==> src/rtl/regwr_pkg.sv <==
package regwr_pkg;
   typedef enum logic [2:0] {
      RQ_WRITE    = 3'd0,
      RQ_NOOP     = 3'd1,
      RQ_IRQ      = 3'd2,
      RQ_WAIT_US  = 3'd3,
      RQ_WAIT_VBL = 3'd4,
      RQ_FINISH   = 3'd5
   } req_kind_e;

   localparam logic [7:0] OP_NOOP     = 8'h00;
   localparam logic [7:0] OP_WRITE    = 8'h01;
   localparam logic [7:0] OP_WAIT_US  = 8'h02;
   localparam logic [7:0] OP_WAIT_VBL = 8'h04;
   localparam logic [7:0] OP_IRQ      = 8'h07;
   localparam logic [7:0] OP_BURST    = 8'h09;

   localparam int OFS_W    = 20;
   localparam int LANES    = 4;
   localparam int SCRIPT_N = 4;
endpackage

==> src/rtl/regwr_lane_en.sv <==
module regwr_lane_en #(
   parameter int LANES = 4
) (
   input  logic [LANES*8-1:0] mask,
   output logic [LANES-1:0]   be
);
   for (genvar g = 0; g < LANES; g++) begin : g_lane
      assign be[g] = |mask[g*8 +: 8];
   end
endmodule

==> src/rtl/regwr_planner.sv <==
module regwr_planner
   import regwr_pkg::*;
#(
   parameter int DEPTH_DW = 256,
   parameter int FILL_DW  = 16,
   localparam int IDX_W   = $clog2(DEPTH_DW),
   localparam int POS_W   = IDX_W + 1
) (
   input  logic [2:0]                      kind,
   input  logic [OFS_W-1:0]                ofs,
   input  logic [31:0]                     data,
   input  logic [LANES-1:0]                be,
   input  logic [POS_W-1:0]                free_pos,
   input  logic                            hv,
   input  logic [31:0]                     hi,
   input  logic [31:0]                     lo,
   input  logic [IDX_W-1:0]                st,
   output logic                            drop,
   output logic [2:0]                      n,
   output logic [SCRIPT_N-1:0][IDX_W-1:0]  idx,
   output logic [SCRIPT_N-1:0][31:0]       dat,
   output logic [POS_W-1:0]                nxt_pos,
   output logic                            nxt_hv,
   output logic [31:0]                     nxt_hi,
   output logic [31:0]                     nxt_lo,
   output logic [IDX_W-1:0]                nxt_st
);
   localparam logic [POS_W-1:0] DROP_ABOVE = POS_W'(DEPTH_DW - 2);
   localparam logic [POS_W-1:0] FILL_M1    = POS_W'(FILL_DW - 1);

   req_kind_e         k;
   logic              full, same, was_plain, was_burst;
   logic [POS_W-1:0]  ev, al;
   logic [IDX_W-1:0]  p, e;
   logic [7:0]        op;
   logic [31:0]       flo;

   assign k         = req_kind_e'(kind);
   assign full      = (be == {LANES{1'b1}});
   assign same      = hv && (hi[OFS_W-1:0] == ofs);
   assign was_plain = (hi[31:20] == {OP_WRITE, 4'hF});
   assign was_burst = (hi[31:24] == OP_BURST);
   assign ev        = free_pos + POS_W'(free_pos[0]);
   assign al        = (free_pos + FILL_M1) & ~FILL_M1;
   assign p         = free_pos[IDX_W-1:0];
   assign e         = ev[IDX_W-1:0];

   always_comb begin
      op  = OP_NOOP;
      flo = '0;
      case (k)
         RQ_WRITE:    begin op = OP_WRITE;    flo = data; end
         RQ_IRQ:      op = OP_IRQ;
         RQ_WAIT_US:  begin op = OP_WAIT_US;  flo = data; end
         RQ_WAIT_VBL: begin op = OP_WAIT_VBL; flo = data; end
         default:     op = OP_NOOP;
      endcase
   end

   always_comb begin
      drop    = 1'b0;
      n       = 3'd0;
      idx     = '0;
      dat     = '0;
      nxt_pos = free_pos;
      nxt_hv  = hv;
      nxt_hi  = hi;
      nxt_lo  = lo;
      nxt_st  = st;
      if (k == RQ_FINISH) begin
         nxt_pos = al;
         nxt_hv  = 1'b0;
      end else if (free_pos > DROP_ABOVE) begin
         drop = 1'b1;
      end else if (k == RQ_WRITE && full && same && was_plain) begin
         n      = 3'd4;
         idx[0] = st;              dat[0] = 32'd2;
         idx[1] = st + IDX_W'(1);  dat[1] = {OP_BURST, 4'h0, ofs};
         idx[2] = st + IDX_W'(2);  dat[2] = lo;
         idx[3] = st + IDX_W'(3);  dat[3] = data;
         nxt_pos = {1'b0, st} + POS_W'(4);
         nxt_hi  = {OP_BURST, 4'h0, ofs};
         nxt_lo  = 32'd2;
      end else if (k == RQ_WRITE && full && same && was_burst) begin
         n      = free_pos[0] ? 3'd2 : 3'd3;
         idx[0] = p;               dat[0] = data;
         idx[1] = st;              dat[1] = lo + 32'd1;
         idx[2] = p + IDX_W'(1);   dat[2] = 32'd0;
         nxt_pos = free_pos + POS_W'(1);
         nxt_lo  = lo + 32'd1;
      end else begin
         n      = 3'd2;
         idx[0] = e;               dat[0] = flo;
         idx[1] = e + IDX_W'(1);
         dat[1] = (k == RQ_WRITE) ? {op, be, ofs} : {op, 24'h0};
         nxt_pos = ev + POS_W'(2);
         nxt_hv  = 1'b1;
         nxt_hi  = dat[1];
         nxt_lo  = flo;
         nxt_st  = e;
      end
   end
endmodule

==> src/rtl/regwr_packer.sv <==
module regwr_packer
   import regwr_pkg::*;
#(
   parameter int DEPTH_DW = 256,
   parameter int FILL_DW  = 16,
   localparam int IDX_W   = $clog2(DEPTH_DW),
   localparam int POS_W   = IDX_W + 1
) (
   input  logic              clk,
   input  logic              rst_n,
   input  logic              req_valid,
   output logic              req_ready,
   input  logic [2:0]        req_kind,
   input  logic [19:0]       req_ofs,
   input  logic [31:0]       req_data,
   input  logic [31:0]       req_mask,
   output logic              mem_we,
   output logic [IDX_W-1:0]  mem_idx,
   output logic [31:0]       mem_wdata,
   output logic [POS_W+1:0]  tail_bytes,
   output logic              ovf_drop
);
   if (DEPTH_DW < 16 || (DEPTH_DW & (DEPTH_DW - 1)) != 0)
      $error("DEPTH_DW must be a power of two of at least 16");
   if (FILL_DW < 2 || (FILL_DW & (FILL_DW - 1)) != 0 || FILL_DW > DEPTH_DW)
      $error("FILL_DW must be a power of two between 2 and DEPTH_DW");

   typedef enum logic [1:0] {S_IDLE, S_EMIT, S_FILL} state_e;

   state_e                          st_q;
   logic [POS_W-1:0]                pos_q, fill_q;
   logic                            hv_q;
   logic [31:0]                     hi_q, lo_q;
   logic [IDX_W-1:0]                hs_q;
   logic [SCRIPT_N-1:0][IDX_W-1:0]  sc_idx_q;
   logic [SCRIPT_N-1:0][31:0]       sc_dat_q;
   logic [2:0]                      sc_n_q;
   logic [1:0]                      sc_ptr_q;
   logic                            ovf_q;

   logic [LANES-1:0]                be;
   logic                            drop, nxt_hv;
   logic [2:0]                      n;
   logic [SCRIPT_N-1:0][IDX_W-1:0]  idx;
   logic [SCRIPT_N-1:0][31:0]       dat;
   logic [POS_W-1:0]                nxt_pos;
   logic [31:0]                     nxt_hi, nxt_lo;
   logic [IDX_W-1:0]                nxt_st;
   logic                            accept, is_fin;

   regwr_lane_en #(.LANES(LANES)) u_lane (.mask(req_mask), .be(be));

   regwr_planner #(.DEPTH_DW(DEPTH_DW), .FILL_DW(FILL_DW)) u_plan (
      .kind(req_kind), .ofs(req_ofs), .data(req_data), .be(be),
      .free_pos(pos_q), .hv(hv_q), .hi(hi_q), .lo(lo_q), .st(hs_q),
      .drop(drop), .n(n), .idx(idx), .dat(dat),
      .nxt_pos(nxt_pos), .nxt_hv(nxt_hv), .nxt_hi(nxt_hi),
      .nxt_lo(nxt_lo), .nxt_st(nxt_st)
   );

   assign req_ready = (st_q == S_IDLE);
   assign accept    = req_valid && req_ready;
   assign is_fin    = (req_kind_e'(req_kind) == RQ_FINISH);

   always_ff @(posedge clk) begin
      if (!rst_n) begin
         st_q     <= S_IDLE;
         pos_q    <= '0;
         fill_q   <= '0;
         hv_q     <= 1'b0;
         hi_q     <= '0;
         lo_q     <= '0;
         hs_q     <= '0;
         sc_idx_q <= '0;
         sc_dat_q <= '0;
         sc_n_q   <= '0;
         sc_ptr_q <= '0;
         ovf_q    <= 1'b0;
      end else begin
         ovf_q <= 1'b0;
         case (st_q)
            S_IDLE: if (accept) begin
               ovf_q <= drop;
               pos_q <= nxt_pos;
               hv_q  <= nxt_hv;
               hi_q  <= nxt_hi;
               lo_q  <= nxt_lo;
               hs_q  <= nxt_st;
               if (is_fin) begin
                  fill_q <= pos_q;
                  if (nxt_pos != pos_q) st_q <= S_FILL;
               end else if (!drop) begin
                  sc_idx_q <= idx;
                  sc_dat_q <= dat;
                  sc_n_q   <= n;
                  sc_ptr_q <= '0;
                  st_q     <= S_EMIT;
               end
            end
            S_EMIT: begin
               sc_ptr_q <= sc_ptr_q + 2'd1;
               if ({1'b0, sc_ptr_q} == sc_n_q - 3'd1) st_q <= S_IDLE;
            end
            S_FILL: begin
               fill_q <= fill_q + POS_W'(1);
               if (fill_q + POS_W'(1) == pos_q) st_q <= S_IDLE;
            end
            default: st_q <= S_IDLE;
         endcase
      end
   end

   assign mem_we     = (st_q != S_IDLE);
   assign mem_idx    = (st_q == S_EMIT) ? sc_idx_q[sc_ptr_q] : fill_q[IDX_W-1:0];
   assign mem_wdata  = (st_q == S_EMIT) ? sc_dat_q[sc_ptr_q] : 32'd0;
   assign tail_bytes = {pos_q, 2'b00};
   assign ovf_drop   = ovf_q;
endmodule

==> config.mk <==
export PLATFORM = sky130hd
export DESIGN_NAME = regwr_packer
export DESIGN_NICKNAME = d
export VERILOG_FILES = /design/src/rtl/regwr_pkg.sv /design/src/rtl/regwr_lane_en.sv /design/src/rtl/regwr_planner.sv /design/src/rtl/regwr_packer.sv
export SDC_FILE = /design/constraint.sdc
export NUM_CORES = 1
export LEC_CHECK = 0
export BUFFER_PORTS_ARGS = -buffer_cell sky130_fd_sc_hd__buf_2
export CORE_ASPECT_RATIO = 0.5
export CORE_UTILIZATION = 40
export CTS_BUF_LIST = sky130_fd_sc_hd__clkbuf_16
export DETAILED_ROUTE_END_ITERATION = 6
export GPL_TIMING_DRIVEN = 0
export PLACE_DENSITY = 0.59
export RECOVER_POWER = 50
export SLEW_MARGIN = 5
export SYNTH_ARGS = -nofsm -noshare
export SYNTH_HDL_FRONTEND = slang
export SYNTH_SLANG_ARGS = --single-unit
==> constraint.sdc <==
create_clock -name clk -period 6.6 [get_ports clk]
set_input_delay 1.98 -clock clk [delete_from_list [all_inputs] [get_ports clk]]
set_output_delay 1.98 -clock clk [all_outputs]
set_load 0.01 [all_outputs]
Word level (Yosys, flattened, before mapping)

Cells that the tools add are included.

Register bits after elaboration: 259
Latch bits: 0
Bits in writable memories: 0
Bits in read-only memories: 0
Input port bits: 90
Word-level logic and storage cells: 140
Memories kept: 0

Add/sub/neg operators: 14
Multiply operators: 0
Div/mod/pow operators: 0
Order comparisons: 2
Equal/unequal tests: 25
Shift operators: 0
Mux-type cells: 50
Bitwise operators: 5
Reductions and logical operators: 26

Operators by type and width:

| operator              | number |
|---|---|
| $mux 32               | 9 |
| $mux 128              | 1 |
| $mux 96               | 1 |
| $bmux 32 s2           | 1 |
| $mux 64               | 1 |
| $mux 9                | 6 |
| $mux 24               | 2 |
| $add 32x1->32 const B | 1 |
| $mux 8                | 4 |
| $reduce_or 8->1       | 4 |
| $add 8x1->8 const B   | 3 |
| $eq 20x20->1          | 1 |
| $add 9x1->9 const B   | 2 |
| $mux 2                | 9 |
| $pmux 9 s2            | 1 |
| $add 8x2->8 const B   | 2 |
| $bmux 8 s2            | 1 |
| $mux 16               | 1 |
| $reduce_and 5->1      | 3 |
| $ne 2x2->1 const B    | 7 |
| $eq 12x5->1 const B   | 1 |
| $pmux 3 s4            | 1 |
| $reduce_and 4->1      | 3 |
| $add 8x3->9 const B   | 1 |
| 31 further kinds      | 56 |

Logic depth before layout (Yosys ltp)

Gate-level depths: netlist of the first run.

Word-level depth: 14
Gate-level depth with buffers: 13
Depth with buffers taken out: 9

Modules after synthesis

From an unflattened synthesis of the first run, not the netlist that was laid out.

Cell total of the unflattened synthesis: 2194
Area, all modules: 16425.8 um^2

By module, submodules not included:

| module        | times used | cells an instance | area an instance (um^2) | sequential area each (um^2) |
|---|---|---|---|---|
| regwr_packer  | 1          | 1324              | 11509.8                 | 5185.0 |
| regwr_planner | 1          | 858               | 4850.9                  | 0.0 |
| regwr_lane_en | 1          | 12                | 65.1                    | 0.0 |

Worst setup path after synthesis of the first run

No wires, ideal clock.

Path type: input to register
Start: input req_kind[1]
End: register pos_q[2]
Setup time: 0.086 ns
Arrival time: 3.948 ns
Slack: 2.567 ns
Stages: 9
Path buffers: 2
Cells stage by stage: or3_1 -> clkbuf_1 -> and4bb_1 -> nand4_1 -> nor4_4 -> buf_6 -> nor2_1 -> or3_1 -> a211oi_1

Cells in the longest elaborated chain, start to end: 8
Elaborated cells between the ends (all ways): 10

Ends and longest elaborated chain:

| element                        | line                                     | source |
|---|---|---|
| start, declared                | regwr_packer.sv:13                       | `input logic [2:0] req_kind,` |
| $logic_not 3->1                | regwr_planner.sv:75, regwr_planner.sv:84 |  |
| $logic_and 1x1->1 (2 in a row) | regwr_planner.sv:75, regwr_planner.sv:84 |  |
| $logic_and 1x1->1              | regwr_planner.sv:84                      | `end else if (k == RQ_WRITE && full && same && was_burst) begin` |
| $mux 9                         | regwr_planner.sv:84                      |  |
| $mux 9                         | regwr_planner.sv:75                      | `end else if (k == RQ_WRITE && full && same && was_plain) begin` |
| $mux 9                         | regwr_planner.sv:73                      | `end else if (free_pos > DROP_ABOVE) begin` |
| $mux 9 *                       | regwr_planner.sv:70                      | `if (k == RQ_FINISH) begin` |
| end signal, assigned           | regwr_packer.sv:84                       | `pos_q <= nxt_pos;` |
| end, declared                  | regwr_packer.sv:31                       | `logic [POS_W-1:0] pos_q, fill_q;` |

Mark *: on every way between the ends. The rest lies on a longest branch, timed or not.
A chain may end at the register's enable or synchronous reset.

Worst setup path after layout of the first run

Start: input req_kind[1]
End: register sc_idx_q[23] in the netlist's numbering

Cells in the longest elaborated chain, start to end: 7
Elaborated cells between the ends (all ways): 13

Ends and longest elaborated chain:

| element                        | line                                     | source |
|---|---|---|
| $logic_not 3->1                | regwr_planner.sv:75, regwr_planner.sv:84 |  |
| $logic_and 1x1->1 (2 in a row) | regwr_planner.sv:75, regwr_planner.sv:84 |  |
| $logic_and 1x1->1              | regwr_planner.sv:84                      |  |
| $mux 8                         | regwr_planner.sv:84                      |  |
| $mux 24                        | regwr_planner.sv:75                      |  |
| $mux 32                        | regwr_planner.sv:73                      |  |
| end signal, assigned           | regwr_packer.sv:93                       | `sc_idx_q <= idx;` |
| end, declared                  | regwr_packer.sv:35                       | `logic [SCRIPT_N-1:0][IDX_W-1:0] sc_idx_q;` |

Several ways; a longest one is shown, not always the timed one.

==> flow_metrics.tcl, run 1 <==
set metrics [dict create \
    cap_violations 0 \
    final_antenna_net_count 0 \
    power_density_nw_per_um2 235 \
    yosys_register_bits 252 \
    path_max_fanout 10 \
    core_area_sq_um 31900 \
    cts_tree "done" \
    relSlewSlack_pct 8.92 \
    routed_wl_um 52000 \
    hold_viol_final 0 \
    slew_violations 0 \
    diodes 0 \
    yosys.area.top_type "dfxtp_1" \
    die-area_sq_um 33500 \
    holdBufCountCts 0 \
    min_period_over_period_pct 84.8 \
    ys_top_cells_by_area "dfxtp_1 (39%), a21oi_1 (7.8%), mux4_2 (6.9%)" \
    gp_congestion 0.983 \
    ctsResizeCount 0 \
    regArea_sq_um 5040 \
    portBuffers 141 \
    synthTopCellsByCount "dfxtp_1 (252), nand2_1 (224), a21oi_1 (205)" \
    fin_area_sq_um 15000 \
    crit_required_ns 7.10 \
    setup_viol 0 \
    max_freq_mhz 179 \
    criticalPathCategory "in -> reg" \
    clock_skew_ns 0.0165 \
    cts_root_buffer "clkbuf_16" \
    grt_max_degree 14 \
    dr.pass1.iters 6 \
    async_flop_share_pct 0 \
    synthFlopType "dfxtp_1" \
    drc 0 \
    ios 144 \
    yosysUniqueCellTypes 64 \
    fill_cells 3246 \
    clkLatencyLatePin_ns 0.57 \
    startpoint_type "primary input" \
    synth_warnings 0 \
    place_area_sq_um 14300 \
    nNetsFinal 1866 \
    drt_iter0_drc 1703 \
    clkSlewWorstSetupHoldPaths_ns 0.07 \
    area_delta_synth_final_pct 15.0 \
    multi_input_area_sq_um 7400 \
    yosysSeqAreaShare_pct 38.5 \
    antenna_found_initial 0 \
    fin_tns_setup_ns 0 \
    min_period_ns 5.59 \
    routed_via_density 6.03 \
    yosysMostFrequentCell "dfxtp_1" \
    syn_area_per_cell_sq_um 8.20 \
    synth_area_sq_um 13100 \
    cts-buffers-inserted 25 \
    vias 13300 \
    synthCells 1597 \
    hpwlAfterDp_um 38500 \
    clkSinkCount 252 \
    post_cts_buffers 0 \
    min_path_type "reg -> reg" \
    routedWlPerCell_um 23.5 \
    synth_edf_count 0 \
    grt_util_met2_pct 46.6 \
    grt.overflow.total 0 \
    outcome "finished, final reports clean" \
    leakagePower_nw 5.28 \
    h-tree-depth 1 \
    track_usage_pct 30.5 \
    dieWidth_um 258 \
    grt_pass1_wl_um 77000 \
    worstMarginPinSlew_ns 1.35 \
    gr-usage-met1_pct 44.1 \
    synth_top_area_share_pct 38.5 \
    initial_core_util_pct 41.0 \
    use_met3_pct 5.40 \
    die_h_um 130 \
    drive_gt1_share_pct 12.5 \
    crit_arrival_ns 6.09 \
    rows 46 \
    irDropWorstVdd_uv 170 \
    cts_max_path_buffers 3 \
    grt-busiest-layer "met2" \
    grt_pass1_vias 12100 \
    rsz0062_at_grt "false" \
    end_kind "register" \
]
[final cells by class]
cell class                      instances  share of cell area, %
Buffer                                141                   3.61
Tap cell                              432                   3.59
Timing Repair Buffer                  141                   4.56
Clock inverter                         18                  0.939
Sequential cell                       252                   33.5
Clock buffer                           25                   4.16
Inverter                               19                  0.474
Multi-Input combinational cell       1186                   49.1
[stage by stage]
step	utilization [%]	hold slack [ns]	setup slack, ns	cells	power (mW)
2_1_floorplan	-	0.418	2.57	1598	1.90
3_3_place_gp	44.9	0.437	1.01	2171	2.11
3_5_place_dp	44.9	0.443	1.04	2171	2.11
4_1_cts	47.3	0.451	1.24	2214	3.51
5_1_grt	47.1	0.465	0.822	2214	3.62
6_report	47.1	0.451	1.01	2214	3.53
[final timing paths]
check                       startpoint                         to  slack [ns]  depth (start not counted)
max reg2reg      pos_q[0]$_SDFFE_PN0P_      pos_q[3]$_SDFFE_PN0P_        1.99                         11
min reg2reg  sc_idx_q[27]$_SDFFE_PN0P_  sc_idx_q[27]$_SDFFE_PN0P_        0.45                          2
min          sc_idx_q[27]$_SDFFE_PN0P_  sc_idx_q[27]$_SDFFE_PN0P_        0.45                          2
max                        req_kind[1]  sc_idx_q[23]$_SDFFE_PN0P_        1.01                         10
[power breakdown]
group          leakage, nW  switching [mW]  internal, mW
logic                 2.83           0.337         0.148
clock network        0.409           0.674         0.767
registers             2.04          0.0389          1.56
total                 5.28            1.05          2.48
[worst max-delay path, stage by stage]
cell and delay [ns]:
clkbuf_1 0.15, or3_1 0.39, clkbuf_1 0.19, and4bb_1 0.32, nand4_1 0.14, nor4_1 1.04
clkbuf_1 0.65, clkbuf_1 0.77, a211oi_1 0.29, nor2_1 0.16
[sequential cells by signal, indices dropped and copies added, names as in the netlist]
signal,flops
fill_q,9
hi_q,28
hs_q,7
hv_q,1
lo_q,32
ovf_drop,1
pos_q,9
sc_dat_q,128
sc_idx_q,32
sc_n_q,1
sc_ptr_q,2
st_q,2
[cells in the final DEF (no fill, tap or decap), drive strengths merged, types with 10 or more instances in the layout]
master / synthesis / final
a211oi: 11 / 11
a21oi: 205 / 205
a22o: 34 / 34
a22oi: 14 / 14
a31oi: 10 / 10
and3: 22 / 22
and4: 11 / 11
buf: 36 / 146
clkbuf: 105 / 161
dfxtp: 252 / 252
ha: 10 / 10
inv: 19 / 28
mux2: 10 / 10
mux4: 40 / 40
nand2: 224 / 224
nand3: 133 / 133
nand4: 24 / 24
nor2: 69 / 69
nor2b: 34 / 34
nor3: 41 / 41
nor4: 13 / 13
o211ai: 12 / 12
o21ai: 90 / 90
xnor2: 63 / 63
xor2: 26 / 26
[layer usage]
layer  vias up  part of all wire, %
met5         -                    0
met4         0                  2.4
met3       115                   10
met2       741                   43
met1      6432                   45
li1       6057                    -
[cells by family after synthesis]
family / synth area share [%]
xor+xnor: 5.95
compound gates: 18.9
mux: 8.05
other cells: 0.0286
buf+inv: 4.87
fa+ha+maj: 0.956
flops: 38.5
simple gates: 22.7
(Power assumes the default switching activity.)
==> inputs of run 2 (changes only) <==
Settings changed: PLACE_DENSITY 0.59 to 0.61.
Clock period 6.6 ns to 5 ns, I/O delays scaled along.
==> flow_metrics.tcl, run 2 (synthesized netlist as in run 1, its figures left out) <==
set metrics [dict create \
    portBuffers 141 \
    die-area_sq_um 33500 \
    crit_required_ns 5.49 \
    worst_slack_ns 0.0726 \
    cpPeakStageDelay_ns 1.37 \
    leakagePower_nw 5.32 \
    min_period_ns 4.93 \
    dp_cells 2171 \
    top_register "sc_dat_q" \
    power_density_nw_per_um2 311 \
    final_common_cell "dfxtp_1" \
    clock_skew_ns 0.0288 \
    worstRegToRegCells 11 \
    hpwlAfterDp_um 38600 \
    top_regs "sc_dat_q (128), lo_q (32), sc_idx_q (32)" \
    cap_violations 1 \
    dieWidth_um 258 \
    die_h_um 130 \
    track_usage_pct 30.4 \
    ios 144 \
    relSlewSlack_pct -21.2 \
    worstHoldStart "sc_dat_q[104]$_SDFFE_PN0P_" \
    nNetsFinal 1866 \
    worstMarginPinSlew_ns 1.80 \
    holdBufCountCts 0 \
    end_kind "register" \
    slew_violations 9 \
    clkSlewWorstSetupHoldPaths_ns 0.07 \
    regToRegSetupSlack_ns 0.65 \
    drt_iter0_drc 1690 \
    whs_ns 0.447 \
    cts_max_path_buffers 3 \
    mostFrequentLayoutCells "dfxtp_1 (252), nand2_1 (224), a21oi_1 (205)" \
    rsz0062_at_grt "false" \
    routedWlPerCell_um 23.4 \
    routed_via_density 6.02 \
    finalPower_mw 4.71 \
    area_delta_synth_final_pct 15.5 \
    path_max_fanout 10 \
    crit_arrival_ns 5.42 \
    startpoint_type "primary input" \
    r2r-start "pos_q[0]$_SDFFE_PN0P_" \
    clkLatencyLatePin_ns 0.57 \
    setup_viol 0 \
    crit_slowest_cell "nor4_1" \
    place_area_sq_um 14300 \
    hold_viol_final 0 \
    grt_pass1_vias 12000 \
    drc 0 \
    fin_tns_setup_ns 0 \
    drive_gt1_share_pct 13.4 \
    dr.pass1.iters 5 \
    pre_cts_ws_ns -0.0787 \
    gp_congestion 0.983 \
    largest_reg_flops 128 \
    antenna_found_initial 3 \
    cts_root_buffer "clkbuf_16" \
    diodes 0 \
    min_path_type "reg -> reg" \
    crit_chain "clkbuf_1, or3_1, clkbuf_1, and4bb_1, nand4_1, nor4_1, clkbuf_2, clkbuf_2, a21oi_1, a21oi_1" \
    max_freq_mhz 203 \
    min_period_over_period_pct 98.5 \
    routed_wl_um 51900 \
    post_cts_buffers 0 \
    criticalPathCategory "in -> reg" \
    fin_area_sq_um 15100 \
    h-tree-depth 1 \
    grt_pass1_wl_um 76400 \
    r2r_end "pos_q[3]$_SDFFE_PN0P_" \
    cts_tree "done" \
    ctsResizeCount 0 \
    core_area_sq_um 31900 \
    rows 46 \
    clkSinkCount 252 \
    outcome "complete, but fails checks" \
    initial_core_util_pct 41.0 \
    grt_max_degree 15 \
    cts-buffers-inserted 25 \
    vias 13300 \
    grt.overflow.total 0 \
    fin_util_pct 47.3 \
    irDropWorstVdd_uv 235 \
    hold_depth 2 \
    violations "capacitance limit, slew limit" \
    stdcell_count 2215 \
    final_antenna_net_count 0 \
    critPathTopFamily "simple AND/OR/NAND/NOR gates" \
    min_to "sc_dat_q[104]$_SDFFE_PN0P_" \
    worstPathBufferInverterCount 4 \
]
[run 2: metal layers]
layer / share of wire [%] / up-vias / global-route usage [%]
li1: - / 6082 / -
met1: 44 / 6466 / 43.3
met5: 0 / - / 0
met2: 42 / 691 / 45.7
met4: 2.5 / 0 / 7.94
met3: 11 / 92 / 7.61
[run 2: where the power goes]
group	leakage (nW)	switching [mW]	total, mW	internal, mW
combinational	2.88	0.445	0.640	0.195
clock	0.397	0.877	1.95	1.07
sequential	2.04	0.0527	2.12	2.07
[run 2: worst reg2reg max path, stage by stage (launching register included)]
cell	delay, ns
dfxtp_1	0.34
clkbuf_1	0.25
inv_1	0.20
ha_1	0.16
nand4b_1	0.11
nor2_1	0.10
nor3_1	0.50
nand2_1	0.35
nor2_1	0.89
nand2_1	0.54
clkbuf_1	0.48
o22ai_1	0.33
[run 2: final cells by class]
type,instances,area [sq um]
Tap cell,432,541
Sequential cell,252,5040
Buffer,141,566
Clock inverter,19,186
Multi-Input combinational cell,1186,7400
Timing Repair Buffer,141,687
Clock buffer,25,626
Inverter,19,71.3
Fill cell,3265,16800
[run 2: worst max-delay path by stage]
| stage | from | endpoint | slack [ns] | cells after the start |
|---|---|---|---|---|
| after floorplan | req_kind[1] | pos_q[2]$_SDFFE_PN0P_ | 1.45 | 9 |
| after global placement | req_mask[25] | pos_q[3]$_SDFFE_PN0P_ | -0.14 | 9 |
| after detailed placement | req_mask[25] | pos_q[3]$_SDFFE_PN0P_ | -0.08 | 9 |
| after CTS | sc_ptr_q[0]$_SDFFE_PN0P_ | mem_idx[4] | 0.11 | 5 |
| after global routing | req_kind[1] | lo_q[28]$_SDFFE_PN0P_ | 0.09 | 10 |
| final | req_kind[1] | sc_dat_q[50]$_SDFFE_PN0P_ | 0.07 | 10 |
